<file path="src/rtl/ivr_pkg.sv">
package ivr_pkg;
  localparam int REG_W = 32;
  localparam int RA_W  = 3;

  localparam logic [RA_W-1:0] RA_CTRL = 3'd0;
  localparam logic [RA_W-1:0] RA_SIZE = 3'd1;
  localparam logic [RA_W-1:0] RA_BASE = 3'd2;
  localparam logic [RA_W-1:0] RA_WBLO = 3'd3;
  localparam logic [RA_W-1:0] RA_WBHI = 3'd4;
  localparam logic [RA_W-1:0] RA_RPTR = 3'd5;
  localparam logic [RA_W-1:0] RA_WPTR = 3'd6;

  localparam int CB_RING = 0;
  localparam int CB_IRQ  = 1;
  localparam int CB_WB   = 2;
  localparam int CB_CLR  = 3;

  localparam int VEC_WORDS = 4;
  localparam int VEC_BYTES = 16;

  typedef enum logic [1:0] {SQ_IDLE, SQ_DATA, SQ_WBLD, SQ_WB} sq_state_t;
endpackage

</file>
<file path="src/rtl/ivr_regs.sv">
module ivr_regs
  import ivr_pkg::*;
#(
  parameter int LOG2_WORDS_MAX = 14,
  parameter int ADDR_W         = 40,
  localparam int PTR_W = LOG2_WORDS_MAX + 2,
  localparam int SZ_W  = $clog2(LOG2_WORDS_MAX + 1),
  localparam int HI_W  = ADDR_W - REG_W
) (
  input  logic              clk,
  input  logic              rst,
  input  logic              reg_wr_en,
  input  logic [RA_W-1:0]   reg_addr,
  input  logic [REG_W-1:0]  reg_wdata,
  output logic [REG_W-1:0]  reg_rdata,
  input  logic              adv,
  output logic              ring_en,
  output logic              wb_en,
  output logic [ADDR_W-1:0] base_addr,
  output logic [ADDR_W-1:0] wb_addr,
  output logic [PTR_W-1:0]  wptr,
  output logic [REG_W-1:0]  wptr_word,
  output logic              irq
);
  logic              ring_en_q, irq_en_q, wb_en_q, ovf_q, irq_q;
  logic [SZ_W-1:0]   size_q, size_eff;
  logic [REG_W-1:0]  base_q, wbl_q;
  logic [HI_W-1:0]   wbh_q;
  logic [PTR_W-1:0]  rptr_q, wptr_q, ring_mask, align_mask, wptr_nxt;
  logic              wr_ctrl, wr_rptr, wr_wptr, ovf_clr, ovf_set;

  always_comb begin
    if (size_q < SZ_W'(2))                   size_eff = SZ_W'(2);
    else if (size_q > SZ_W'(LOG2_WORDS_MAX)) size_eff = SZ_W'(LOG2_WORDS_MAX);
    else                                     size_eff = size_q;
  end

  assign ring_mask  = {PTR_W{1'b1}} >> (LOG2_WORDS_MAX - int'(size_eff));
  assign align_mask = ring_mask & ~PTR_W'(VEC_BYTES - 1);
  assign wptr_nxt   = (wptr_q + PTR_W'(VEC_BYTES)) & ring_mask;

  assign wr_ctrl = reg_wr_en && (reg_addr == RA_CTRL);
  assign wr_rptr = reg_wr_en && (reg_addr == RA_RPTR);
  assign wr_wptr = reg_wr_en && (reg_addr == RA_WPTR) && !ring_en_q;
  assign ovf_clr = wr_ctrl && reg_wdata[CB_CLR];
  assign ovf_set = adv && (wptr_nxt == rptr_q);

  always_ff @(posedge clk) begin
    if (rst) begin
      ring_en_q <= 1'b0;
      irq_en_q  <= 1'b0;
      wb_en_q   <= 1'b0;
      size_q    <= '0;
      base_q    <= '0;
      wbl_q     <= '0;
      wbh_q     <= '0;
    end else if (reg_wr_en) begin
      case (reg_addr)
        RA_CTRL: begin
          ring_en_q <= reg_wdata[CB_RING];
          irq_en_q  <= reg_wdata[CB_IRQ];
          wb_en_q   <= reg_wdata[CB_WB];
        end
        RA_SIZE: size_q <= reg_wdata[SZ_W-1:0];
        RA_BASE: base_q <= reg_wdata;
        RA_WBLO: wbl_q  <= {reg_wdata[REG_W-1:2], 2'b00};
        RA_WBHI: wbh_q  <= reg_wdata[HI_W-1:0];
        default: ;
      endcase
    end
  end

  always_ff @(posedge clk) begin
    if (rst) begin
      rptr_q <= '0;
      wptr_q <= '0;
      ovf_q  <= 1'b0;
      irq_q  <= 1'b0;
    end else begin
      if (wr_rptr) rptr_q <= reg_wdata[PTR_W-1:0] & align_mask;
      if (adv)          wptr_q <= wptr_nxt;
      else if (wr_wptr) wptr_q <= reg_wdata[PTR_W-1:0] & align_mask;
      if (ovf_set)      ovf_q <= 1'b1;
      else if (ovf_clr) ovf_q <= 1'b0;
      irq_q <= irq_en_q && ((rptr_q != wptr_q) || ovf_q);
    end
  end

  assign wptr_word = REG_W'(wptr_q) | {{(REG_W-1){1'b0}}, ovf_q};

  always_ff @(posedge clk) begin
    if (rst) reg_rdata <= '0;
    else begin
      case (reg_addr)
        RA_CTRL: reg_rdata <= REG_W'({wb_en_q, irq_en_q, ring_en_q});
        RA_SIZE: reg_rdata <= REG_W'(size_q);
        RA_BASE: reg_rdata <= base_q;
        RA_WBLO: reg_rdata <= wbl_q;
        RA_WBHI: reg_rdata <= REG_W'(wbh_q);
        RA_RPTR: reg_rdata <= REG_W'(rptr_q);
        RA_WPTR: reg_rdata <= wptr_word;
        default: reg_rdata <= '0;
      endcase
    end
  end

  assign ring_en   = ring_en_q;
  assign wb_en     = wb_en_q;
  assign base_addr = {base_q, 8'h00};
  assign wb_addr   = {wbh_q, wbl_q};
  assign wptr      = wptr_q;
  assign irq       = irq_q;

  AST_WPTR_STEP: assert property (@(posedge clk) disable iff (rst)
    adv |=> wptr_q == (($past(wptr_q) + PTR_W'(VEC_BYTES)) & $past(ring_mask)));
  AST_OVF_STICKY: assert property (@(posedge clk) disable iff (rst)
    ovf_q && !ovf_clr |=> ovf_q);
  AST_IRQ_GATED: assert property (@(posedge clk) disable iff (rst)
    !irq_en_q |=> !irq_q);
  AST_EQ_QUIET: assert property (@(posedge clk) disable iff (rst)
    (rptr_q == wptr_q) && !ovf_q |=> !irq_q);
  AST_WPTR_LOCK: assert property (@(posedge clk) disable iff (rst)
    ring_en_q && !adv |=> $stable(wptr_q));
endmodule

</file>
<file path="src/rtl/ivr_seq.sv">
module ivr_seq
  import ivr_pkg::*;
#(
  parameter int LOG2_WORDS_MAX = 14,
  parameter int ADDR_W         = 40,
  parameter int SRC_W          = 8,
  parameter int DATA_W         = 28,
  parameter int RING_W         = 8,
  parameter int VM_W           = 8,
  parameter int PASID_W        = 16,
  localparam int PTR_W = LOG2_WORDS_MAX + 2
) (
  input  logic               clk,
  input  logic               rst,
  input  logic               ring_en,
  input  logic               wb_en,
  input  logic [ADDR_W-1:0]  base_addr,
  input  logic [ADDR_W-1:0]  wb_addr,
  input  logic [PTR_W-1:0]   wptr,
  input  logic [REG_W-1:0]   wptr_word,
  input  logic               ev_valid,
  output logic               ev_ready,
  input  logic [SRC_W-1:0]   ev_src,
  input  logic [DATA_W-1:0]  ev_data,
  input  logic [RING_W-1:0]  ev_ring,
  input  logic [VM_W-1:0]    ev_vm,
  input  logic [PASID_W-1:0] ev_pasid,
  output logic               mem_req,
  input  logic               mem_gnt,
  output logic [ADDR_W-1:0]  mem_addr,
  output logic [REG_W-1:0]   mem_wdata,
  output logic               adv
);
  localparam int CNT_W = $clog2(VEC_WORDS);

  sq_state_t         state_q;
  logic [CNT_W-1:0]  cnt_q;
  logic [REG_W-1:0]  vec_q [VEC_WORDS];
  logic [REG_W-1:0]  vec_new [VEC_WORDS];

  always_comb begin
    vec_new[0] = REG_W'(ev_src);
    vec_new[1] = REG_W'(ev_data);
    vec_new[2] = REG_W'({ev_pasid, ev_vm, ev_ring});
    for (int k = 3; k < VEC_WORDS; k++) vec_new[k] = '0;
  end

  assign ev_ready = (state_q == SQ_IDLE) && ring_en;
  assign adv      = (state_q == SQ_DATA) && mem_gnt && (cnt_q == CNT_W'(VEC_WORDS - 1));

  always_ff @(posedge clk) begin
    if (rst) begin
      state_q   <= SQ_IDLE;
      cnt_q     <= '0;
      mem_req   <= 1'b0;
      mem_addr  <= '0;
      mem_wdata <= '0;
      for (int k = 0; k < VEC_WORDS; k++) vec_q[k] <= '0;
    end else begin
      case (state_q)
        SQ_IDLE: if (ring_en && ev_valid) begin
          for (int k = 0; k < VEC_WORDS; k++) vec_q[k] <= vec_new[k];
          mem_req   <= 1'b1;
          mem_addr  <= base_addr + ADDR_W'(wptr);
          mem_wdata <= vec_new[0];
          cnt_q     <= '0;
          state_q   <= SQ_DATA;
        end
        SQ_DATA: if (mem_gnt) begin
          if (cnt_q == CNT_W'(VEC_WORDS - 1)) begin
            mem_req <= 1'b0;
            state_q <= wb_en ? SQ_WBLD : SQ_IDLE;
          end else begin
            cnt_q     <= cnt_q + 1'b1;
            mem_addr  <= mem_addr + ADDR_W'(4);
            mem_wdata <= vec_q[cnt_q + 1'b1];
          end
        end
        SQ_WBLD: begin
          mem_req   <= 1'b1;
          mem_addr  <= wb_addr;
          mem_wdata <= wptr_word;
          state_q   <= SQ_WB;
        end
        SQ_WB: if (mem_gnt) begin
          mem_req <= 1'b0;
          state_q <= SQ_IDLE;
        end
        default: state_q <= SQ_IDLE;
      endcase
    end
  end

  AST_REQ_HOLD: assert property (@(posedge clk) disable iff (rst)
    mem_req && !mem_gnt |=> mem_req && $stable(mem_addr) && $stable(mem_wdata));
  AST_WORD_ALIGN: assert property (@(posedge clk) disable iff (rst)
    mem_req |-> mem_addr[1:0] == 2'b00);
  AST_NO_READY_BUSY: assert property (@(posedge clk) disable iff (rst)
    mem_req |-> !ev_ready);
endmodule

</file>
<file path="src/rtl/irq_vec_ring.sv">
module irq_vec_ring
  import ivr_pkg::*;
#(
  parameter int LOG2_WORDS_MAX = 14,
  parameter int ADDR_W         = 40,
  parameter int SRC_W          = 8,
  parameter int DATA_W         = 28,
  parameter int RING_W         = 8,
  parameter int VM_W           = 8,
  parameter int PASID_W        = 16
) (
  input  logic               clk,
  input  logic               rst,
  input  logic               reg_wr_en,
  input  logic [2:0]         reg_addr,
  input  logic [31:0]        reg_wdata,
  output logic [31:0]        reg_rdata,
  input  logic               ev_valid,
  output logic               ev_ready,
  input  logic [SRC_W-1:0]   ev_src,
  input  logic [DATA_W-1:0]  ev_data,
  input  logic [RING_W-1:0]  ev_ring,
  input  logic [VM_W-1:0]    ev_vm,
  input  logic [PASID_W-1:0] ev_pasid,
  output logic               mem_req,
  input  logic               mem_gnt,
  output logic [ADDR_W-1:0]  mem_addr,
  output logic [31:0]        mem_wdata,
  output logic               irq
);
  localparam int PTR_W = LOG2_WORDS_MAX + 2;

  logic              ring_en, wb_en, adv;
  logic [ADDR_W-1:0] base_addr, wb_addr;
  logic [PTR_W-1:0]  wptr;
  logic [REG_W-1:0]  wptr_word;

  ivr_regs #(.LOG2_WORDS_MAX(LOG2_WORDS_MAX), .ADDR_W(ADDR_W)) u_regs (
    .clk(clk), .rst(rst),
    .reg_wr_en(reg_wr_en), .reg_addr(reg_addr), .reg_wdata(reg_wdata),
    .reg_rdata(reg_rdata), .adv(adv),
    .ring_en(ring_en), .wb_en(wb_en), .base_addr(base_addr), .wb_addr(wb_addr),
    .wptr(wptr), .wptr_word(wptr_word), .irq(irq)
  );

  ivr_seq #(
    .LOG2_WORDS_MAX(LOG2_WORDS_MAX), .ADDR_W(ADDR_W), .SRC_W(SRC_W),
    .DATA_W(DATA_W), .RING_W(RING_W), .VM_W(VM_W), .PASID_W(PASID_W)
  ) u_seq (
    .clk(clk), .rst(rst),
    .ring_en(ring_en), .wb_en(wb_en), .base_addr(base_addr), .wb_addr(wb_addr),
    .wptr(wptr), .wptr_word(wptr_word),
    .ev_valid(ev_valid), .ev_ready(ev_ready), .ev_src(ev_src), .ev_data(ev_data),
    .ev_ring(ev_ring), .ev_vm(ev_vm), .ev_pasid(ev_pasid),
    .mem_req(mem_req), .mem_gnt(mem_gnt), .mem_addr(mem_addr),
    .mem_wdata(mem_wdata), .adv(adv)
  );
endmodule

</file>
<file path="config.mk">
export PLATFORM = sky130hd
export DESIGN_NAME = irq_vec_ring
export DESIGN_NICKNAME = d
export VERILOG_FILES = /design/src/rtl/ivr_pkg.sv /design/src/rtl/ivr_regs.sv /design/src/rtl/ivr_seq.sv /design/src/rtl/irq_vec_ring.sv
export SDC_FILE = /design/constraint.sdc
export NUM_CORES = 1
export LEC_CHECK = 0
export BUFFER_PORTS_ARGS = -buffer_cell sky130_fd_sc_hd__clkbuf_2
export CORE_ASPECT_RATIO = 0.6
export CORE_MARGIN = 3
export CORE_UTILIZATION = 40
export DETAILED_ROUTE_END_ITERATION = 6
export PLACE_DENSITY = 0.62
export SLEW_MARGIN = 20
export SYNTH_ARGS = -nofsm -noshare
export SYNTH_HDL_FRONTEND = slang
export SYNTH_SLANG_ARGS = --single-unit
</file>
<file path="constraint.sdc">
create_clock -name clk -period 7.6 [get_ports clk]
set_input_delay 0.38 -clock clk [delete_from_list [all_inputs] [get_ports clk]]
set_output_delay 0.38 -clock clk [all_outputs]
set_load 0.005 [all_outputs]
</file>
==> flow_metrics.py <==
metrics = {
    "worst_setup_path": {
        "startpoint_type": "register",
        "critPathCaptureType": "register",
        "worstPathMaxFanout": 19,
        "worstPathRequired_ps": 8100,
        "critPathKind": "register to register",
        "worst_ep_arrival_time_ps": 4230,
    },
    "clock_tree": {
        "ctsLongestPathBuffers": 3,
        "htree_levels": 1,
        "cts_resized": 0,
        "cts-root-buf": "clkbuf_16",
        "insertion_delay_ps": 590,
        "cts_tree": "yes",
        "clock_sinks": 284,
        "cts_buffers": 29,
        "cts.hold.buffers_added": 0,
        "clk_pin_slew_ps": 70,
        "postCtsSetupRepairBufs": 0,
    },
    "placement": {
        "placed_cell_area_sq_um": 15700,
        "dp_hpwl_microns": 37300,
        "numPortBuffers": 214,
        "gp_congestion": 0.957,
    },
    "sta": {
        "worst_slew_pin_slew_ps": 996,
        "rsz0062_at_grt": "false",
        "tns_ps": 0,
        "hold_viol": 0,
        "skew_ps": 16.7,
        "final.min_clock_period_ps": 3730,
        "relSlewSlack_pct": 33.4,
        "fmax_mhz": 268,
        "drv_slew": 0,
        "setup-violations-final": 0,
        "finalCritPeriodShare_pct": 49.0,
    },
    "synthesis": {
        "synth_cell_type_count": 92,
        "synthCells": 1661,
        "synth_ff_type": "dfxtp_1",
        "ys_seq_elements": 284,
        "avgSynthCellArea_sq_um": 8.73,
        "synth-edff-count": 68,
        "netlist_area_sq_um": 14500,
        "ys_warn_count": 0,
        "synthArstFlopShare_pct": 0,
        "ys_seq_area_share_pct": 43.9,
        "syn_nets": 1787,
    },
    "detailed_routing": {
        "ant_nets": 0,
        "vias": 13700,
        "avgViaCountPerCell": 6.00,
        "drtIter0Drc": 1744,
        "drc": 0,
        "drt_wl_total_microns": 52600,
        "firstDrtPassIters": 6,
        "wire_per_inst_microns": 23.0,
    },
    "cells_and_area": {
        "syn_to_final_growth_pct": 15.6,
        "finish.instance_area_sq_um": 16800,
        "diodes": 0,
        "final_common_cell": "nand2_1",
        "final_nets": 1920,
        "final_cell_mix": "229 x nand2_1, 216 x dfxtp_1, 213 x clkbuf_2",
        "layout-drive-gt1-share_pct": 18.3,
    },
    "floorplanning": {
        "dieArea_sq_um": 38700,
        "ioPinCount": 215,
        "core_area_sq_um": 35300,
        "die_y_microns": 154,
        "die_x_microns": 252,
        "rows": 53,
        "start_util_pct": 41.0,
    },
    "job": {
        "drv_cap": 0,
    },
    "global_route": {
        "grt_pass1_wl_microns": 79900,
        "antenna_found_initial": 0,
        "grt_pass1_vias": 12700,
        "grt-ovfl-total": 0,
        "grt_max_degree": 72,
        "track_usage_pct": 26.5,
    },
    "pwr": {
        "p_leak_nw": 6.12,
        "p_per_area_nw_per_um2": 213,
        "vdd_drop_max_uv": 176,
    },
    "min_path": {
        "hold_path.class": "primary input to register",
    },
    "outcome": {
        "status": "completed",
    },
}
==> final timing paths <==
path,start,endpoint,slack (ps),cells past startpoint
hold / removal,reg_wdata[20],u_regs.wbl_q[20],30,3
setup reg to reg,u_regs.size_q[2],u_regs.ovf_q,3870,11
setup / recovery,u_regs.size_q[2],u_regs.ovf_q,3870,11
hold reg to reg,u_seq.mem_wdata[28],u_seq.mem_wdata[28],460,2
==> registers in the layout (all words and copies together), names as in the netlist, 2 cells and up, named ones only <==
name and count:
u_regs.size_q 4, u_regs.reg_rdata 32, u_seq.mem_addr 40, u_regs.wptr 16, u_seq.mem_wdata 32, u_regs.wbh_q 8
u_seq.cnt_q 2, u_regs.wbl_q 30, u_regs.rptr_q 12, u_regs.base_q 32, u_seq.vec_q 68
==> cell type report <==
class / count / area [sq um]
clock inverter: 19 / 224
inverter: 17 / 63.8
fill: 3432 / 18600
timing repair buffer: 231 / 1220
multi-input combinational: 1231 / 7520
sequential: 284 / 6370
tap: 467 / 584
clock buffer: 35 / 788
==> cells by family after synthesis <==
group,Yosys count,synth area share [%]
flops,284,43.9
simple gates,671,22.7
fa+ha+maj,18,1.60
mux,39,2.92
compound gates,435,20.2
xor+xnor,68,4.16
buf+inv,146,4.49
==> worst max-delay path: stages, from the launching register on <==
cell and delay, ps:
dfxtp_1 790, or2_2 260, o21ai_0 110, nor2_1 120, ha_1 390, xor2_2 160
a21oi_1 450, mux2_2 390, a211oi_1 230, nand4_1 120, or4_1 440, o31ai_2 180
==> routing by layer <==
metal  wire length, microns  part of all wire, %  GRT usage, %
met5                     63                 0.12          1.24
met4                   1080                  2.1          5.49
met3                   6330                   12          8.33
met2                  20800                   40          35.3
met1                  24300                   46          41.2
==> report_power, final <==
part | internal, mW | switching (mW)
Combinational | 0.123 | 0.253
Clock | 0.882 | 0.656
Sequential | 1.59 | 0.0571
Total | 2.60 | 0.966
==> Yosys cell counts (8+ instances only) <==
cell type	count	area (sq um)
o21ai_0	40	200
a221oi_1	15	131
a222oi_1	20	200
a22oi_1	47	353
a21oi_1	161	806
edfxtp_1	68	2040
clkbuf_1	103	387
a22o_1	13	114
inv_1	17	63.8
nor2b_1	16	100
o2111ai_1	9	78.8
o211ai_1	36	270
mux2i_1	31	310
a211oi_1	18	135
nand4_1	25	156
nor3_1	37	185
or2_2	8	50.1
xnor2_1	41	359
buf_1	10	37.5
and3_1	17	106
and2_1	80	500
ha_1	17	213
a21o_1	8	60.1
nand2b_1	11	68.8
nand3_1	38	190
dfxtp_1	216	4320
nand2_1	231	867
xor2_1	26	228
nor2_1	154	578
a2111oi_0	8	70.1
==> metrics by stage <==
step                power [mW]  cells  worst slack [ps]  hold WS [ps]  util (%)
CTS                       3.57   2283              3950          13.9      47.4
finish                    3.56   2284              3870          32.6      47.4
detailed placement        2.05   2229              3990           450      44.5
floorplan                 1.90   1661              4330           447         -
global route              3.67   2284              3640          36.5      47.4
global placement          2.04   2229              4020           452      44.5
Power figures use the tool's default switching activity.
